**config.mk**
```make
export PLATFORM = sky130hd
export DESIGN_NAME = link_rate_lane_sel
export DESIGN_NICKNAME = d
export VERILOG_FILES = /design/src/rtl/lrs_pkg.sv /design/src/rtl/lrs_cap_decode.sv /design/src/rtl/lrs_thresh_cmp.sv /design/src/rtl/lrs_first_pick.sv /design/src/rtl/lrs_result_reg.sv /design/src/rtl/link_rate_lane_sel.sv
export SDC_FILE = /design/constraint.sdc
export NUM_CORES = 1
export LEC_CHECK = 0
export ABC_CLOCK_PERIOD_IN_PS = 1650
export CAP_MARGIN = 20
export CORE_ASPECT_RATIO = 1.25
export CORE_MARGIN = 5
export CORE_UTILIZATION = 47
export DETAILED_ROUTE_END_ITERATION = 6
export GPL_ROUTABILITY_DRIVEN = 1
export PLACE_DENSITY = 0.94
export SLEW_MARGIN = 10
export SYNTH_ARGS = -nofsm -noshare
export SYNTH_HDL_FRONTEND = slang
export SYNTH_HIERARCHICAL = 1
export SYNTH_SLANG_ARGS = --single-unit
```
**constraint.sdc**
```tcl
create_clock -name clk -period 1.65 [get_ports clk]
set_input_delay 0.2475 -clock clk [delete_from_list [all_inputs] [get_ports clk]]
set_output_delay 0.2475 -clock clk [all_outputs]
set_load 0.005 [all_outputs]
```
**src/rtl/lrs_pkg.sv**
```systemverilog
package lrs_pkg;

  // Fixed ladder shape: lane counts 1, 2, 4, each offered at a low and a high rate.
  localparam int unsigned LANE_STEPS = 3;
  localparam int unsigned ENTRIES    = 2 * LANE_STEPS;
  localparam int unsigned MAX_LANES  = 1 << (LANE_STEPS - 1);
  localparam int unsigned LANE_W     = $clog2(MAX_LANES + 1);
  localparam int unsigned RATE_W     = 19;
  localparam int unsigned CAP_W      = 8;

  localparam logic [CAP_W-1:0] CODE_HIGH_RATE = 8'h0a;
  localparam logic [CAP_W-1:0] LANE_FIELD     = 8'h1f;

  // Lane count carried by ladder position idx.
  function automatic int unsigned entry_lanes(input int unsigned idx);
    return 32'd1 << (idx / 2);
  endfunction

  // Odd positions run at the high per-lane rate.
  function automatic bit entry_is_high(input int unsigned idx);
    return (idx % 2) == 1;
  endfunction

  // Bandwidth threshold in kHz for ladder position idx.
  function automatic int unsigned entry_thresh(input int unsigned idx,
                                               input int unsigned low_khz,
                                               input int unsigned high_khz);
    return entry_lanes(idx) * (entry_is_high(idx) ? high_khz : low_khz);
  endfunction

  typedef struct packed {
    logic              ok;
    logic [LANE_W-1:0] lanes;
    logic [RATE_W-1:0] rate_khz;
  } pick_t;

endpackage

```
**src/rtl/lrs_cap_decode.sv**
```systemverilog
module lrs_cap_decode
  import lrs_pkg::*;
(
  input  logic [CAP_W-1:0]   rate_code,
  input  logic [CAP_W-1:0]   lane_byte,
  output logic [ENTRIES-1:0] allow
);

  logic        hi_ok;
  logic [31:0] cap_lanes;
  logic        limited;

  always_comb begin
    hi_ok     = (rate_code == CODE_HIGH_RATE);
    cap_lanes = 32'(lane_byte & LANE_FIELD);
    limited   = 1'b0;
    // Only an exact lane count below the widest step imposes a ceiling.
    for (int s = 0; s < int'(LANE_STEPS) - 1; s++) begin
      if (cap_lanes == (32'd1 << s)) limited = 1'b1;
    end
  end

  for (genvar g = 0; g < ENTRIES; g++) begin : g_allow
    localparam logic [31:0] LANES_G = 32'(entry_lanes(g));
    localparam bit          HIGH_G  = entry_is_high(g);
    assign allow[g] = (hi_ok || !HIGH_G) && (!limited || (LANES_G <= cap_lanes));
  end

endmodule

```
**src/rtl/lrs_thresh_cmp.sv**
```systemverilog
module lrs_thresh_cmp
  import lrs_pkg::*;
#(
  parameter int unsigned PCLK_W   = 20,
  parameter int unsigned LOW_KHZ  = 54000,
  parameter int unsigned HIGH_KHZ = 90000
) (
  input  logic [PCLK_W-1:0]  pixel_khz,
  output logic [ENTRIES-1:0] fits
);

  logic [31:0] pix_ext;
  assign pix_ext = 32'(pixel_khz);

  for (genvar g = 0; g < ENTRIES; g++) begin : g_cmp
    localparam logic [31:0] THR_G = 32'(entry_thresh(g, LOW_KHZ, HIGH_KHZ));
    assign fits[g] = THR_G > pix_ext;
  end

endmodule

```
**src/rtl/lrs_first_pick.sv**
```systemverilog
module lrs_first_pick
  import lrs_pkg::*;
#(
  parameter int unsigned LOW_RATE_KHZ  = 162000,
  parameter int unsigned HIGH_RATE_KHZ = 270000
) (
  input  logic [ENTRIES-1:0] cand,
  output pick_t              pick
);

  logic found;

  always_comb begin
    pick  = '0;
    found = 1'b0;
    for (int unsigned i = 0; i < ENTRIES; i++) begin
      if (!found && cand[i]) begin
        found         = 1'b1;
        pick.ok       = 1'b1;
        pick.lanes    = LANE_W'(entry_lanes(i));
        pick.rate_khz = entry_is_high(i) ? RATE_W'(HIGH_RATE_KHZ) : RATE_W'(LOW_RATE_KHZ);
      end
    end
  end

endmodule

```
**src/rtl/lrs_result_reg.sv**
```systemverilog
module lrs_result_reg
  import lrs_pkg::*;
(
  input  logic  clk,
  input  logic  rst_n,
  input  logic  start,
  input  pick_t d,
  output logic  done,
  output pick_t q
);

  always_ff @(posedge clk or negedge rst_n) begin
    if (!rst_n) begin
      done <= 1'b0;
      q    <= '0;
    end else begin
      done <= start;
      if (start) q <= d;
    end
  end

endmodule

```
**src/rtl/link_rate_lane_sel.sv**
```systemverilog
module link_rate_lane_sel
  import lrs_pkg::*;
#(
  parameter int unsigned PCLK_W        = 20,
  parameter int unsigned LOW_KHZ       = 54000,
  parameter int unsigned HIGH_KHZ      = 90000,
  parameter int unsigned LOW_RATE_KHZ  = 162000,
  parameter int unsigned HIGH_RATE_KHZ = 270000
) (
  input  logic              clk,
  input  logic              rst_n,
  input  logic              start,
  input  logic [7:0]        max_rate_code,
  input  logic [7:0]        max_lane_byte,
  input  logic [PCLK_W-1:0] pixel_khz,
  output logic              done,
  output logic [18:0]       link_khz,
  output logic [2:0]        lane_cnt,
  output logic              mode_ok
);

  logic [ENTRIES-1:0] allow;
  logic [ENTRIES-1:0] fits;
  pick_t              pick_d;
  pick_t              pick_q;

  lrs_cap_decode u_cap (
    .rate_code (max_rate_code),
    .lane_byte (max_lane_byte),
    .allow     (allow)
  );

  lrs_thresh_cmp #(
    .PCLK_W   (PCLK_W),
    .LOW_KHZ  (LOW_KHZ),
    .HIGH_KHZ (HIGH_KHZ)
  ) u_cmp (
    .pixel_khz (pixel_khz),
    .fits      (fits)
  );

  lrs_first_pick #(
    .LOW_RATE_KHZ  (LOW_RATE_KHZ),
    .HIGH_RATE_KHZ (HIGH_RATE_KHZ)
  ) u_pick (
    .cand (allow & fits),
    .pick (pick_d)
  );

  lrs_result_reg u_reg (
    .clk   (clk),
    .rst_n (rst_n),
    .start (start),
    .d     (pick_d),
    .done  (done),
    .q     (pick_q)
  );

  assign link_khz = pick_q.rate_khz;
  assign lane_cnt = pick_q.lanes;
  assign mode_ok  = pick_q.ok;

endmodule

```
==> impl_metrics.csv <==
group,metric,value,unit
run_status,outcome,"complete, but fails checks",
run_status,violations,"negative setup slack",
global_routing,grt_max_degree,25,
routing,drc,0,
clock_tree,cts_buffers,3,
yosys,syn_inst,140,
clock_tree,cts_buffer_depth,2,
setup_path,cp.arrival,1980,ps
yosys,synthesis.area,1480,µm²
global_routing,grt_pass1_wl,6.20,mm
yosys,yosysWarningCount,6,
clock_tree,clock_sinks,24,
placed_design,numPortBuffers,55,
timing,hold_viol_final,0,
routing,dr.pass1.iters,4,
setup_path,cp_max_fo,5,
timing,slew_viol_final,0,
setup_path,crit_type,"primary input to flop",
setup_path,path_buf_inv,3,
global_routing,grt_pass1_vias,1452,
setup_path,cp.required,1850,ps
clock_tree,cts_tree,"done",
timing,setup_viol,15,
global_routing,grt.total_usage,0.184,
yosys,ys_seq_area_frac,0.406,
clock_tree,clock-root-buffer,"clkbuf_4",
yosys,synth-edff-count,0,
die,ios,63,
routing,initialDrtViolationCount,36,
placed_design,place_ws,-743,ps
global_routing,antenna_found_initial,0,
routing,drt_wl_total,4.41,mm
clock_tree,cts.reportedPaths.clkPinSlew,110,ps
yosys,synth_seq_cells,24,
placed_design,place_congestion,0.928,
routing,vias_per_cell,5.71,
pwr,pwr_density_cell,571,nW/µm²
layout,area_growth,60.5,%
timing,worst_hold_slack,282,ps
pwr,power,1.36,mW
pwr,peakVddDrop,0.000437,V
routing,ant_nets,0,
yosys,async_flop_share,1.00,
die,initial_core_util,0.498,
pwr,power_leakage,1.07,nW
timing,finalWorstSetupSlack,-126,ps
routing,wl_met3,353,µm
die,die_area,4380,µm²
timing,skew,0,ps
timing,max_freq,563,MHz
clock_tree,h-tree-depth,1,
clock_tree,clk-insertion-delay-late,300,ps
setup_path,worstPathCellList,"buf_6 > nand4_1 > buf_4 > o21ai_4 > a31oi_4 > and2_4 > buf_12 > nor4_4 > nand2_2 > mux2_4",
die,num_rows,22,
yosys,synth_area_per_cell,10.6,µm²
die,coreArea,2970,µm²
setup_path,start_kind,"primary input",
flow_run,maxCapViolations,0,
yosys,ys_types,42,
yosys,synthFlopType,"dfrtp_1",
timing,finalCritPeriodShare,1.08,
die,dieHeight,72.7,µm
routing,met1_length,1.50,mm
placed_design,dp_hpwl,2.83,mm
routing,routedWlPerCell,18.2,µm
layout,drive_above_1_share,0.517,
layout,antenna_cells,0,
routing,dr.max_layer_used,"met4",
layout,fin_util,0.799,
routing,vias,1388,
timing,rsz0062_at_grt,"yes",
setup_path,slowest_delay,280,ps
global_routing,grt-ovfl-total,0,
timing,period_needed,1780,ps
setup_path,cp_slowest_cell,"mux2_4",
routing,met2_length,2.33,mm
min_path,hold_class,"primary input to async pin",
setup_path,end_kind,"flop",
setup_path,crit_family,"simple AND/OR/NAND/NOR gates",
die,die_w,60.2,µm
layout,layout.nets,248,
timing,setup_tns,-1270,ps
-- Yosys cell counts (3+ instances only) --
cell type	count	area, µm²
buf_4	18	135
dfrtp_1	24	601
a211oi_1	4	30.0
nand3_1	5	25.0
nor2_1	6	22.5
and2_1	6	37.5
mux2_2	23	259
nand2_1	7	26.3
nor3_1	5	25.0
buf_6	3	33.8
a21oi_1	3	15.0
-- where the power goes --
part	total [mW]	leakage, nW	switching (mW)	internal (mW)
combinational	0.447	0.751	0.175	0.271
clock	0.241	0.0138	0.156	0.0853
sequential	0.668	0.304	0.0282	0.640
total	1.36	1.07	0.359	0.996
-- metrics by stage --
stage | std cells | cell area [µm²]
2_1_floorplan | 146 | 1540
3_3_place_gp | 231 | 2090
3_5_place_dp | 231 | 2090
4_1_cts | 238 | 2250
5_1_grt | 243 | 2380
6_report | 243 | 2380
-- path summary, 6_finish.rpt --
path / endpoint / depth (start not counted) / slack (ps) / startpoint
worst max register to register: u_reg/q[21]$_DFFE_PN0P_ / 1 / 860 / u_reg/q[21]$_DFFE_PN0P_
worst min-delay path: u_reg/q[19]$_DFFE_PN0P_ / 2 / 280 / rst_n
max in group asynchronous: u_reg/q[8]$_DFFE_PN0P_ / 2 / 1140 / rst_n
min in group clk: u_reg/q[11]$_DFFE_PN0P_ / 1 / 520 / u_reg/q[11]$_DFFE_PN0P_
worst min register to register: u_reg/q[11]$_DFFE_PN0P_ / 1 / 520 / u_reg/q[11]$_DFFE_PN0P_
worst max-delay path: u_reg/q[12]$_DFFE_PN0P_ / 10 / -130 / pixel_khz[9]
-- final cells by class --
cell class,instances,area [µm²]
Multi-Input combinational cell,99,985
Timing Repair Buffer,80,717
Sequential cell,24,601
Fill cell,190,597
Tap cell,36,45.0
Clock buffer,3,22.5
Inverter,1,6.26
-- sequential cells by signal, summed over array words and instances, names as in the netlist --
register    count
u_reg/q        23
u_reg/done      1
-- repair_timing --
action / in CTS / in global routing
endpoints found under the setup margin: 16 / 15
hold buffers: 0 / 0
pin swaps: 20 / 13
setup buffers: 4 / 5
gates resized for setup: 98 / 35
-- cell usage in the layout (no fill, tap or decap), drive strengths merged, types with 2 or more instances in the layout --
master,n
buf,38
clkdlybuf4s50,26
dfrtp,24
mux2,23
dlygate4sd2,9
conb,8
nand2,7
clkbuf,7
and2,6
nor2,6
nand3,5
nor3,5
a211oi,4
clkdlybuf4s15,3
nor4,3
a21oi,3
nand4,2
o211ai,2
nor2b,2
o21ai,2
nand2b,2
-- kinds of logic after synthesis --
group | Yosys count | synth area share
other | 2 | 0.00507
AOI/OAI and AO/OA | 20 | 0.0997
buffers and inverters | 23 | 0.120
muxes | 23 | 0.175
DFF | 24 | 0.406
and+or+nand+nor | 47 | 0.189
xor gates and xnor gates | 1 | 0.00592
-- metal layers --
layer | global-route usage | vias to the layer above
li1 | - | 623
met1 | 0.186 | 678
met2 | 0.340 | 69
met3 | 0.0319 | 18
met4 | 0.103 | 0
met5 | 0 | -
Power figures use the tool's default switching activity.
